`src/rtl/core_bit_pkg.sv`:
```
package core_bit_pkg;

  typedef enum logic [1:0] {
    OP_WRITE = 2'd0,
    OP_READ  = 2'd1,
    OP_SWAP  = 2'd2,
    OP_SWAP2 = 2'd3
  } bit_op_e;

  typedef enum logic [2:0] {
    ST_IDLE,
    ST_SETUP,
    ST_PULSE,
    ST_HOLD,
    ST_GAP,
    ST_DONE
  } seq_state_e;

endpackage

```
`src/rtl/cbc_interval_timer.sv`:
```
module cbc_interval_timer #(
  parameter int CNT_W = 10
) (
  input  logic             clk,
  input  logic             rst_n,
  input  logic             load,
  input  logic [CNT_W-1:0] load_val,
  output logic [CNT_W-1:0] count,
  output logic             zero
);

  logic [CNT_W-1:0] cnt_q;

  always_ff @(posedge clk or negedge rst_n) begin
    if (!rst_n) begin
      cnt_q <= '0;
    end else if (load) begin
      cnt_q <= load_val;
    end else if (cnt_q != '0) begin
      cnt_q <= cnt_q - 1'b1;
    end
  end

  assign count = cnt_q;
  assign zero  = (cnt_q == '0);

  // a loaded interval counts down by exactly one each clock
  p_countdown_r3: assert property (@(posedge clk) disable iff (!rst_n)
    (!$past(load) && $past(cnt_q) != '0) |-> (cnt_q == $past(cnt_q) - 1'b1));

endmodule

```
`src/rtl/cbc_sense_latch.sv`:
```
module cbc_sense_latch (
  input  logic clk,
  input  logic rst_n,
  input  logic clear,
  input  logic sample,
  input  logic sense_in,
  output logic sensed
);

  logic hit_q;

  always_ff @(posedge clk or negedge rst_n) begin
    if (!rst_n) begin
      hit_q <= 1'b0;
    end else if (clear) begin
      hit_q <= 1'b0;
    end else if (sample) begin
      hit_q <= sense_in;
    end
  end

  assign sensed = hit_q;

  p_sample_once_r4: assert property (@(posedge clk) disable iff (!rst_n)
    sample |=> !sample);

  p_clear_vs_sample_r4: assert property (@(posedge clk) disable iff (!rst_n)
    !(clear && sample));

  p_hold_between_r4: assert property (@(posedge clk) disable iff (!rst_n)
    (!$past(clear) && !$past(sample)) |-> $stable(hit_q));

endmodule

```
`src/rtl/core_bit_ctrl.sv`:
```
module core_bit_ctrl
  import core_bit_pkg::*;
#(
  parameter int ADDR_W   = 5,
  parameter int CLK_MHZ  = 250,
  parameter int PULSE_NS = 2000,
  parameter int LATCH_NS = 650,
  parameter int GAP_NS   = 1000
) (
  input  logic              clk,
  input  logic              rst_n,
  input  logic              cmd_valid,
  output logic              cmd_ready,
  input  logic [1:0]        cmd_op,
  input  logic [ADDR_W-1:0] cmd_addr,
  input  logic              cmd_data,
  output logic              cmd_done,
  output logic              cmd_old,
  output logic [ADDR_W-1:0] drv_addr,
  output logic              drv_data,
  output logic              drv_en,
  input  logic              sense_i
);

  localparam int PULSE_CYC = CLK_MHZ * PULSE_NS / 1000;
  localparam int LATCH_CYC = CLK_MHZ * LATCH_NS / 1000;
  localparam int GAP_CYC   = CLK_MHZ * GAP_NS / 1000;
  localparam int MAX_CYC   = (PULSE_CYC > GAP_CYC) ? PULSE_CYC : GAP_CYC;
  localparam int CNT_W     = $clog2(MAX_CYC + 1);

  seq_state_e        state_q;
  logic [ADDR_W-1:0] addr_q;
  logic              data_q;
  logic              is_read_q;
  logic              restore_q;
  logic              old_q;

  logic             tmr_load;
  logic [CNT_W-1:0] tmr_val;
  logic [CNT_W-1:0] tmr_count;
  logic             tmr_zero;
  logic             lat_clear;
  logic             lat_sample;
  logic             lat_hit;

  // interval timer shared by the pulse and the recovery gap
  assign tmr_load = (state_q == ST_SETUP) || (state_q == ST_HOLD);
  assign tmr_val  = (state_q == ST_SETUP) ? CNT_W'(PULSE_CYC - 1) : CNT_W'(GAP_CYC - 1);

  cbc_interval_timer #(.CNT_W(CNT_W)) u_timer (
    .clk      (clk),
    .rst_n    (rst_n),
    .load     (tmr_load),
    .load_val (tmr_val),
    .count    (tmr_count),
    .zero     (tmr_zero)
  );

  // enable cycle n (1-based) sees count PULSE_CYC-n
  assign lat_clear  = (state_q == ST_SETUP);
  assign lat_sample = (state_q == ST_PULSE) && (tmr_count == CNT_W'(PULSE_CYC - LATCH_CYC));

  cbc_sense_latch u_latch (
    .clk      (clk),
    .rst_n    (rst_n),
    .clear    (lat_clear),
    .sample   (lat_sample),
    .sense_in (sense_i),
    .sensed   (lat_hit)
  );

  always_ff @(posedge clk or negedge rst_n) begin
    if (!rst_n) begin
      state_q   <= ST_IDLE;
      addr_q    <= '0;
      data_q    <= 1'b0;
      is_read_q <= 1'b0;
      restore_q <= 1'b0;
      old_q     <= 1'b0;
    end else begin
      unique case (state_q)
        ST_IDLE: begin
          if (cmd_valid) begin
            addr_q    <= cmd_addr;
            is_read_q <= (cmd_op == OP_READ);
            data_q    <= (cmd_op == OP_READ) ? 1'b0 : cmd_data;
            restore_q <= 1'b0;
            state_q   <= ST_SETUP;
          end
        end
        ST_SETUP: state_q <= ST_PULSE;
        ST_PULSE: begin
          if (tmr_zero) state_q <= ST_HOLD;
        end
        ST_HOLD: begin
          if (!restore_q) old_q <= lat_hit ^ data_q;
          state_q <= ST_GAP;
        end
        ST_GAP: begin
          if (tmr_zero) begin
            if (is_read_q && !restore_q && old_q) begin
              restore_q <= 1'b1;
              data_q    <= 1'b1;
              state_q   <= ST_SETUP;
            end else begin
              state_q <= ST_DONE;
            end
          end
        end
        ST_DONE: state_q <= ST_IDLE;
        default: state_q <= ST_IDLE;
      endcase
    end
  end

  assign cmd_ready = (state_q == ST_IDLE);
  assign cmd_done  = (state_q == ST_DONE);
  assign cmd_old   = old_q;
  assign drv_addr  = addr_q;
  assign drv_data  = data_q;
  assign drv_en    = (state_q == ST_PULSE);

  // ---------------- checks ----------------
  logic [CNT_W:0]   chk_hi;
  logic [CNT_W+1:0] chk_lo;

  always_ff @(posedge clk or negedge rst_n) begin
    if (!rst_n) begin
      chk_hi <= '0;
      chk_lo <= '1;
    end else begin
      chk_hi <= drv_en ? chk_hi + 1'b1 : '0;
      if (drv_en) chk_lo <= '0;
      else if (chk_lo != '1) chk_lo <= chk_lo + 1'b1;
    end
  end

  p_ready_idle_r1: assert property (@(posedge clk) disable iff (!rst_n)
    cmd_ready |-> (!drv_en && !cmd_done));

  p_accept_busy_r1: assert property (@(posedge clk) disable iff (!rst_n)
    (cmd_valid && cmd_ready) |=> !cmd_ready);

  p_drive_stable_r2: assert property (@(posedge clk) disable iff (!rst_n)
    (drv_en || $past(drv_en)) |-> ($stable(drv_addr) && $stable(drv_data)));

  p_pulse_width_r3: assert property (@(posedge clk) disable iff (!rst_n)
    $fell(drv_en) |-> (chk_hi == (CNT_W+1)'(PULSE_CYC)));

  p_restore_one_r7: assert property (@(posedge clk) disable iff (!rst_n)
    ($rose(drv_en) && restore_q) |-> drv_data);

  p_gap_r8: assert property (@(posedge clk) disable iff (!rst_n)
    $rose(drv_en) |-> (chk_lo >= (CNT_W+2)'(GAP_CYC + 2)));

  p_done_strobe_r9: assert property (@(posedge clk) disable iff (!rst_n)
    cmd_done |=> !cmd_done);

endmodule

```
`config.mk`:
```
export PLATFORM = sky130hd
export DESIGN_NAME = core_bit_ctrl
export DESIGN_NICKNAME = d
export VERILOG_FILES = /design/src/rtl/core_bit_pkg.sv /design/src/rtl/cbc_interval_timer.sv /design/src/rtl/cbc_sense_latch.sv /design/src/rtl/core_bit_ctrl.sv
export SDC_FILE = /design/constraint.sdc
export NUM_CORES = 1
export LEC_CHECK = 0
export ABC_AREA = 1
export BUFFER_PORTS_ARGS = -buffer_cell sky130_fd_sc_hd__clkbuf_2
export CORE_AREA = 5 5 55 62
export DETAILED_ROUTE_END_ITERATION = 10
export DIE_AREA = 0 0 60 67
export PLACE_DENSITY_LB_ADDON = 0.25
export SKIP_CTS_REPAIR_TIMING = 1
export SYNTH_ARGS = -nofsm -noshare
export SYNTH_HDL_FRONTEND = slang
export SYNTH_SLANG_ARGS = --single-unit
```
`constraint.sdc`:
```
create_clock -name clk -period 2 [get_ports clk]
set_clock_uncertainty 0.1 [all_clocks]
set_input_delay 0.4 -clock clk [delete_from_list [all_inputs] [get_ports clk]]
set_output_delay 0.4 -clock clk [all_outputs]
set_load 0.005 [all_outputs]
```
---- Word level (Yosys, flattened, before mapping) ----
Cells that the tools add are included.
word-level totals
  logic and storage cells ................. 54
  output and inout port bits .............. 10
  flip-flop bits (word level) ............. 22
  bits of input ports ..................... 12
cells by class
  bitwise gates (word level) .............. 2
  reduce and logical (&&, ||, !) cells .... 15
  add/sub/neg operators ................... 1
  mux-type cells .......................... 17
  equality and inequality tests ........... 11
operator list
  operator             number
  $mux 9               3
  $pmux 3 s5           1
  $mux 3               4
  $eq 9x9->1 const B   1
  $logic_not 9->1      1
  $reduce_bool 9->1    1
  $sub 9x1->9 const B  1
  $mux 1               7
  $eq 3x2->1 const B   2
  $eq 3x3->1 const B   2
  $ne 2x2->1 const B   3
  $reduce_bool 2->1    3
  $pmux 1 s2           2
  $reduce_and 2->1     2
  $reduce_and 4->1     1
  $eq 3x1->1 const B   1
  $logic_and 1x1->1    3
  $logic_not 3->1      1
  $reduce_and 3->1     1
  $eq 2x1->1 const B   1
  $ne 2x1->1 const B   1
  $logic_not 1->1      1
  $logic_or 1x1->1     1
  $not 1->1            1
  $xor 1x1->1          1

---- Logic depth before layout (Yosys ltp) ----
Gate-level depths: netlist of run 1.
  word-level depth ........................ 6
  mapped depth ............................ 9
  gate-level depth less buffers ........... 9

---- Cells and area by module ----
Synthesis of run 1 repeated with hierarchy kept, for this count alone.
second synthesis, totals
  cell total of the unflattened synthesis .. 183
  area total of the unflattened synthesis .. 1,333.8 um^2
by module, submodules not included
  module              instances  area an instance (um^2)  cells each
  core_bit_ctrl       1          680.7                    87
  cbc_interval_timer  1          608.1                    90
  cbc_sense_latch     1          45.0                     6

---- Worst setup path before layout of run 1 ----
OpenSTA, ideal clock, no wires.
  path kind ............................... reg-to-reg
  start point ............................. reg u_timer.cnt_q[0], in the netlist u_timer.count[0]
  end point ............................... reg data_q, in the netlist drv_data
  buffers on the path ..................... 0
  library setup time ...................... 0.117 ns
  path slack .............................. 0.612 ns
  period minus slack after synthesis ...... 1.388 ns
  arrival ................................. 1.171 ns
  stages on the path, launching flop included .. 10
  required time ........................... 1.783 ns
  cell sequence ........................... dfrtp_1 -> inv_1 -> ha_1 -> nand2_1 -> nor2_1 -> nand2_2 -> nand2_1 -> nand2_1 -> nand2_1 -> nand2_1
on the way
  cells in the longest elaborated chain, start to end .. 3
ends and longest elaborated chain
  item                        RTL line                  source
  from (decl)                 cbc_interval_timer.sv:12  logic [CNT_W-1:0] cnt_q;
  from (signal assigned)      cbc_interval_timer.sv:18  cnt_q <= load_val;
  from (signal assigned)      cbc_interval_timer.sv:20  cnt_q <= cnt_q - 1'b1;
  $logic_not 9->1             cbc_interval_timer.sv:25  assign zero = (cnt_q == '0);
  $ne 2x2->1 (no line)        -
  $reduce_and 4->1 (no line)  -
  to (signal assigned)        core_bit_ctrl.sv:86       data_q <= (cmd_op == OP_READ) ? 1'b0 : cmd_data;
  to (decl)                   core_bit_ctrl.sv:33       logic data_q;
No other way between the ends.
A chain may end at the register's enable or synchronous reset.

---- Worst setup path in the final report of run 1 ----
  start point ............................. reg state_q[2]
  end point ............................... out drv_en
on the way
  cells in the longest elaborated chain, start to end .. 1
ends and longest elaborated chain
  item                    RTL line              source
  from (decl)             core_bit_ctrl.sv:31   seq_state_e state_q;
  from (signal assigned)  core_bit_ctrl.sv:74   state_q <= ST_IDLE;
  from (signal assigned)  core_bit_ctrl.sv:88   state_q <= ST_SETUP;
  from (signal assigned)  core_bit_ctrl.sv:91   ST_SETUP: state_q <= ST_PULSE;
  $eq 3x2->1              core_bit_ctrl.sv:121  assign drv_en = (state_q == ST_PULSE);
  to (decl)               core_bit_ctrl.sv:21   output logic drv_en,
No other way between the ends.

==> flow_summary.json, run 1 <==
{
  "track_usage_pct": 15.0,
  "synth-seq-area-share_pct": 45.8,
  "final_common_cell": "nand2_1",
  "endpoint_kind": "output pin",
  "irDropWorstVdd_mv": 0.637,
  "crit_arrival_ns": 1.30,
  "setup_viol": 0,
  "path_clk_slew_ns": 0.12,
  "yosys_warnings": 0,
  "chipHeight_microns": 67,
  "leakagePower_nw": 0.762,
  "synth_area_leader_cell": "dfrtp_1",
  "worstSkewPairLatency_ns": 0.30,
  "rows": 20,
  "hold_class": "input pin to asynchronous set/reset pin",
  "synth_top_area_share_pct": 45.8,
  "timing.final.crit_share_pct": 89.8,
  "nets": 202,
  "drtIter0Drc": 77,
  "grt_pass1_vias": 1193,
  "drt_wl_total_microns": 2610,
  "antenna_found_initial": 0,
  "netlist_area_sq_um": 1200,
  "grt_overflow": 0,
  "fin_worst_hold_slack_ns": -0.0434,
  "cts_tree": "yes",
  "fp.coreArea_sq_um": 2700,
  "cp-start-kind": "flop",
  "cts_sinks": 22,
  "grt_pass1_wl_microns": 4740,
  "dpl.hpwl_microns": 2090,
  "max-slew-margin-rel_pct": 63.3,
  "violations": "hold timing",
  "initial_core_util_pct": 44.5,
  "required_ns": 1.50,
  "clockBufferDepth": 2,
  "synth_area_leaders": "dfrtp_1, nand2_1, inv_1",
  "fmaxAchievable_mhz": 557,
  "cts_inserted_buffers": 3,
  "min_period_ns": 1.80,
  "hold_violations": 22,
  "vias_per_cell": 5.08,
  "syn_nets": 176,
  "htree_levels": 1,
  "gp_congestion": 0.854,
  "multiInputGateArea_sq_um": 562,
  "post-route-drc-count": 0,
  "grt_max_degree": 23,
  "status": "complete, but fails checks",
  "final_cell_mix": "nand2_1, dfrtp_1, inv_1, clkbuf_2, nor2_1",
  "p_per_area_nw_per_um2": 1360,
  "report.final.slew_viol_count": 0,
  "nFillCells": 266,
  "port_buffers": 21,
  "drive_gt1_share_pct": 19.4,
  "cap_viol_max_count": 0,
  "vias": 1112,
  "fin_setup_tns_ns": 0,
  "worst_slew_pin_slew_ns": 0.551,
  "diodes": 0,
  "rsz0062_at_grt": "no",
  "syn_avg_cell_area_sq_um": 7.47,
  "first_pass_iters": 4,
  "synth_cell_types": 20,
  "postSynthCellCount": 161,
  "worstSetupPathType": "flop to output pin",
  "area_delta_synth_final_pct": 15.2,
  "seqCellArea_sq_um": 551,
  "dieWidth_microns": 60,
  "cts_root_buf": "clkbuf_4",
  "detail-route-antenna-nets": 0,
  "crit_fanout": 4,
  "avgRoutedWirePerCell_microns": 11.9,
  "pin_count": 22,
  "die_area_sq_um": 4020,
  "synth-seq-cells": 22
}
[sequential cells by signal, indices dropped and copies added, names as in the netlist]
signal          flops
drv_addr            5
drv_data            1
restore_q           1
state_q             3
cmd_old             1
u_timer.count       9
u_latch.sensed      1
is_read_q           1
[final timing paths]
path / startpoint / cells after the start / slack, ns / to
worst min-delay path: rst_n / 1 / -0.04 / state_q[0]
worst min register to register: drv_addr[4] / 2 / 0.39 / drv_addr[4]
max in group asynchronous: rst_n / 1 / 1.47 / u_timer.count[4]
min in group clk: cmd_addr[2] / 3 / 0.19 / drv_addr[2]
worst max register to register: u_timer.count[0] / 8 / 0.41 / u_timer.count[8]
worst max-delay path: state_q[2] / 4 / 0.20 / drv_en
[cell type report]
class	instances	area share [%]
multi-input cells	115	40.6
repair buffers	21	7.59
inverters	24	6.50
flip-flops and latches	22	39.7
clock buffers	4	2.62
well taps	33	2.98
[layer usage]
layer | wire length (microns) | track usage (%) | vias to the layer above
li1 | - | - | 555
met1 | 1080 | 17.2 | 518
met2 | 1350 | 26.6 | 31
met3 | 129 | 2.33 | 8
met4 | 48 | 6.65 | 0
met5 | 0 | 0 | -
[metrics by stage]
stage | utilization (%) | worst slack (ns) | std cells | total power, mW | cell area [sq um]
detailed placement | 49.9 | 0.442 | 215 | 1.66 | 1350
floorplan | - | 0.612 | 161 | 1.38 | 1200
CTS | 51.2 | 0.186 | 219 | 1.91 | 1390
global placement | 49.9 | 0.470 | 215 | 1.63 | 1350
finish | 51.2 | 0.204 | 219 | 1.89 | 1390
global route | 51.2 | 0.0723 | 219 | 2.08 | 1390
[worst max-delay path, cell delays in order (launching register included)]
cell and delay, ns:
dfrtp_1 0.49, inv_1 0.11, nand3_1 0.14, inv_1 0.13
clkbuf_2 0.12
[synthesized netlist by cell type (all sizes together)]
master and n:
xnor2 1, ha 3, a21boi 1, o211ai 2, nand2 56, nand4 3
nor2 19, nor3 2, dfrtp 22, nand3 17, o21ai 8, inv 23
a21oi 3, clkinv 1
[report_power, final]
group / switching (mW) / total, mW / leakage [nW] / internal (mW)
sequential: 0.135 / 0.759 / 0.259 / 0.625
clock: 0.132 / 0.242 / 0.0210 / 0.111
combinational: 0.561 / 0.887 / 0.482 / 0.327
total: 0.827 / 1.89 / 0.762 / 1.06
[logic make-up (layout without fill, tap and decap cells)]
family / count (synthesis) / after routing / share of synthesized area, %
buffers and inverters: 24 / 49 / 7.49
AND/OR/NAND/NOR: 97 / 97 / 36.4
XOR/XNOR: 1 / 1 / 0.729
AO/OA/AOI/OAI: 14 / 14 / 6.45
adder cells (fa/ha/maj): 3 / 3 / 3.12
flip-flops: 22 / 22 / 45.8
Note: power is estimated with default switching activity, not from simulation.
==> inputs of run 2 (changes only) <==
Settings changed: CORE_AREA 5 5 55 62 to 2 2 52 59, DIE_AREA 0 0 60 67 to 0 0 54 61.
==> run 2 against run 1 <==
Net effect: the run now ends clean; sequential power about the same; combinational power decreased by 2%; critical path depth unchanged; flip-flop and latch count unchanged; first-iteration DRC count decreased by 84%; cell area increased by 1.9%; worst setup slack improved by 0.048 ns; total power grew 4.4%; critical endpoint unchanged; largest cell class unchanged.
==> flow_summary.json, run 2 (synthesized netlist as in run 1, its figures left out) <==
{
  "r2r-end": "drv_data",
  "gp_congestion": 0.828,
  "initial_core_util_pct": 44.5,
  "cpMostUsedCell": "inv_1",
  "grt_overflow": 0,
  "crit_fanout": 4,
  "r2r_setup_slack_ns": 0.40,
  "hold_violations": 0,
  "nets": 203,
  "place_area_sq_um": 1350,
  "final_cells": 220,
  "setup_viol": 0,
  "seqCellArea_sq_um": 551,
  "post-route-drc-count": 0,
  "avgRoutedWirePerCell_microns": 11.1,
  "leakagePower_nw": 0.773,
  "antenna_found_initial": 0,
  "crit_arrival_ns": 1.25,
  "grt_pass1_vias": 1064,
  "report.final.slew_viol_count": 0,
  "clock_power_share_pct": 17.2,
  "cts_root_buf": "clkbuf_4",
  "drive_gt1_share_pct": 19.3,
  "grt_pass1_wl_microns": 4470,
  "vias_per_cell": 5.03,
  "p_per_area_nw_per_um2": 1400,
  "place_inst": 215,
  "cts_tree": "yes",
  "track_usage_pct": 18.8,
  "nFillCells": 291,
  "fp.coreArea_sq_um": 2700,
  "cap_viol_max_count": 0,
  "htree_levels": 1,
  "met2_usage_pct": 31.9,
  "path_clk_slew_ns": 0.13,
  "endpoint_kind": "output pin",
  "vias": 1107,
  "drt_wl_total_microns": 2430,
  "worstSetupPathType": "flop to output pin",
  "detail-route-antenna-nets": 0,
  "worst_slew_pin_slew_ns": 0.541,
  "clockBufferDepth": 2,
  "cts_inserted_buffers": 3,
  "slowest_delay_ns": 0.48,
  "min_from": "cmd_addr[4]",
  "first_pass_iters": 4,
  "grt_max_degree": 23,
  "reg2reg_from": "u_timer.count[0]",
  "final_area_sq_um": 1410,
  "multiInputGateArea_sq_um": 562,
  "fin_setup_tns_ns": 0,
  "grtUsageMet3_pct": 3.45,
  "rows": 20,
  "drtIter0Drc": 12,
  "hold_end": "drv_addr[4]",
  "hold_class": "input pin to flop",
  "die_area_sq_um": 3290,
  "combinationalPowerShare_pct": 44.3,
  "pin_count": 22,
  "grt_busiest_layer": "met2",
  "max-slew-margin-rel_pct": 64.0,
  "p_seq_share_pct": 38.6,
  "slowest_stage": "dfrtp_1",
  "fmaxAchievable_mhz": 572,
  "area_delta_synth_final_pct": 17.4,
  "cp-start-kind": "flop",
  "reg2regPathDepth": 9,
  "port_buffers": 21,
  "diodes": 0,
  "final_cell_mix": "nand2_1, dfrtp_1, inv_1, clkbuf_2, nor2_1",
  "fin_util_pct": 52.2,
  "irDropWorstVdd_mv": 0.862,
  "p_int_mw": 1.15,
  "whs_path_depth": 3,
  "swShare_pct": 41.4,
  "rsz0062_at_grt": "no",
  "power.switching_mw": 0.817,
  "min_period_ns": 1.75,
  "dpl.hpwl_microns": 1980,
  "final_common_cell": "nand2_1",
  "chipHeight_microns": 61,
  "required_ns": 1.50,
  "largest_reg_flops": 9,
  "dieWidth_microns": 54,
  "status": "finished, final reports clean",
  "cts_sinks": 22,
  "worstPathCellList": "inv_1, nand3_1, inv_1, clkbuf_2",
  "timing.final.crit_share_pct": 87.4,
  "worstSkewPairLatency_ns": 0.31,
  "grt_use_met1_pct": 23.1
}
run 2: cell types whose count changed in the layout (fill, tap and decap cells not counted), sizes merged:
cell	previous run	this run
clkbuf	25	24
bufinv	0	1
dlygate4sd3	0	1
run 2: worst max-delay path, delay by kind of cell (launching register included):
| kind | cells | cell delay, ns |
|---|---|---|
| DFF | 1 | 0.48 |
| buffers and inverters | 3 | 0.34 |
| and+or+nand+nor | 1 | 0.13 |
run 2: how the worst max path moves through the flow:
| stage | from | end |
|---|---|---|
| finish | state_q[2] | drv_en |
| floorplan | u_timer.count[0] | drv_data |
| global route | state_q[2] | drv_en |
| global placement | u_timer.count[0] | drv_data |
| CTS | state_q[2] | drv_en |
| detailed placement | u_timer.count[0] | restore_q |
run 2: final cells by class:
class,count,share of cell area (%)
Clock inverter,1,2.13
Timing Repair Buffer,22,8.16
Tap cell,33,2.93
Sequential cell,22,39.0
Inverter,24,6.38
Clock buffer,3,1.60
Multi-Input combinational cell,115,39.8
run 2: power by group through the flow:
stage	clock, mW	combinational, mW	sequential, mW
floorplan	0	0.632	0.748
global placement	0	0.861	0.764
detailed placement	0	0.881	0.772
CTS	0.350	0.886	0.763
global route	0.372	1.02	0.787
finish	0.339	0.873	0.760
run 2: metrics by stage:
stage	power (mW)	setup WS [ns]	hold WS (ns)
floorplan	1.38	0.612	0.00441
global placement	1.62	0.461	0.313
detailed placement	1.65	0.426	0.312
CTS	2.00	0.242	-0.0417
global route	2.18	0.162	0.158
finish	1.97	0.252	0.172
run 2: layer usage:
| layer | wire, microns | vias up |
|---|---|---|
| li1 | - | 559 |
| met1 | 1080 | 524 |
| met2 | 1230 | 20 |
| met3 | 84 | 4 |
| met4 | 37 | 0 |
| met5 | 0 | - |
==> inputs of run 3 (changes only) <==
Settings changed: RECOVER_POWER from default to 25.
==> run 3 against run 2 <==
Net effect: maximum frequency up 0.12%; sequential share of layout area about the same; via count about the same.
==> flow_summary.json, run 3 (synthesized netlist as in run 1, its figures left out) <==
{
  "vias_per_cell": 5.04,
  "grt_max_degree": 23,
  "worst_slew_pin_slew_ns": 1.16,
  "worstSkewPairLatency_ns": 0.31,
  "drt_wl_total_microns": 2430,
  "port_buffers": 21,
  "dieWidth_microns": 54,
  "die_area_sq_um": 3290,
  "grt_pass1_vias": 1064,
  "crit_arrival_ns": 1.25,
  "rsz0062_at_grt": "no",
  "track_usage_pct": 18.8,
  "final_common_cell": "nand2_1",
  "chipHeight_microns": 61,
  "required_ns": 1.50,
  "power.total_mw": 1.97,
  "reg2reg_from": "u_timer.count[0]",
  "endpoint_kind": "output pin",
  "min_from": "cmd_addr[4]",
  "cp-start-kind": "flop",
  "hold_violations": 0,
  "cap_viol_max_count": 0,
  "antenna_found_initial": 0,
  "crit_fanout": 4,
  "fp.coreArea_sq_um": 2700,
  "cts_tree": "yes",
  "p_per_area_nw_per_um2": 1400,
  "max-slew-margin-rel_pct": 22.7,
  "path_clk_slew_ns": 0.13,
  "drtIter0Drc": 9,
  "fin_setup_tns_ns": 0,
  "initial_core_util_pct": 44.5,
  "slowest_delay_ns": 0.48,
  "timing.final.crit_share_pct": 87.3,
  "drive_gt1_share_pct": 18.7,
  "worstSetupPathType": "flop to output pin",
  "first_pass_iters": 4,
  "cts_inserted_buffers": 3,
  "avgRoutedWirePerCell_microns": 11.0,
  "min_period_ns": 1.75,
  "final_cell_mix": "nand2_1, dfrtp_1, inv_1",
  "cts_sinks": 22,
  "dpl.hpwl_microns": 1980,
  "cpMostUsedCell": "inv_1",
  "post-route-drc-count": 0,
  "irDropWorstVdd_mv": 0.862,
  "clockBufferDepth": 2,
  "nFillCells": 290,
  "hold_class": "input pin to flop",
  "worstPathCellList": "inv_1, nand3_1, inv_1, clkbuf_2",
  "setup_viol": 0,
  "fmaxAchievable_mhz": 573,
  "pin_count": 22,
  "crit_path_start": "state_q[2]",
  "largest_reg_flops": 9,
  "slowest_stage": "dfrtp_1",
  "leakagePower_nw": 0.770,
  "gp_congestion": 0.828,
  "nets": 203,
  "cts_root_buf": "clkbuf_4",
  "vias": 1108,
  "status": "finished, final reports clean",
  "area_delta_synth_final_pct": 17.3,
  "grt_overflow": 0,
  "report.final.slew_viol_count": 0,
  "htree_levels": 1,
  "detail-route-antenna-nets": 0,
  "diodes": 0,
  "grt_pass1_wl_microns": 4470,
  "rows": 20
}
[run 3: cell counts in the layout (fill, tap and decap cells not counted)]
Identical to the previous run, type by type.
[run 3: area by class of cell]
class / instances / area, sq um / area share [%]
multi-input cells: 115 / 562 / 39.8
flip-flops and latches: 22 / 551 / 39.0
repair buffers: 22 / 114 / 8.07
inverters: 24 / 90.1 / 6.39
well taps: 33 / 41.3 / 2.93
clock inverters: 1 / 30.0 / 2.13
clock buffers: 3 / 22.5 / 1.60
[run 3: routing by layer]
layer  global-route usage [%]  routed length (microns)
met5                        0                        0
met4                     8.57                       37
met3                     3.45                       84
met2                     31.9                     1230
met1                     23.1                     1080
[run 3: where the power goes]
group / leakage [nW] / switching, mW / total (mW) / internal (mW)
Sequential: 0.259 / 0.136 / 0.760 / 0.625
Clock: 0.0279 / 0.136 / 0.339 / 0.203
Combinational: 0.483 / 0.545 / 0.873 / 0.327
[run 3: worst max-delay path: cells and delay by family (launching register included)]
family	cells	cell delay, ns
and+or+nand+nor	1	0.13
DFF	1	0.48
buffers and inverters	3	0.33
[run 3: path summary, 6_finish.rpt]
path | end | slack [ns] | cells past startpoint
min in group asynchronous | drv_addr[3] | 0.73 | 2
min reg2reg | drv_addr[0] | 0.40 | 2
min | drv_addr[4] | 0.17 | 3
max | drv_en | 0.25 | 4
max reg2reg | drv_data | 0.40 | 9
max in group asynchronous | is_read_q | 0.38 | 2
[run 3: per-stage QoR]
step           instance area [sq um]  worst slack [ns]  instances  hold slack (ns)  utilization [%]
5_1_grt                         1410             0.104        220            0.158             52.2
6_report                        1410             0.254        220            0.172             52.2
3_3_place_gp                    1350             0.461        215            0.313             49.9
2_1_floorplan                   1200             0.612        161          0.00441                -
4_1_cts                         1400             0.242        219          -0.0417             51.9
3_5_place_dp                    1350             0.426        215            0.312             49.9
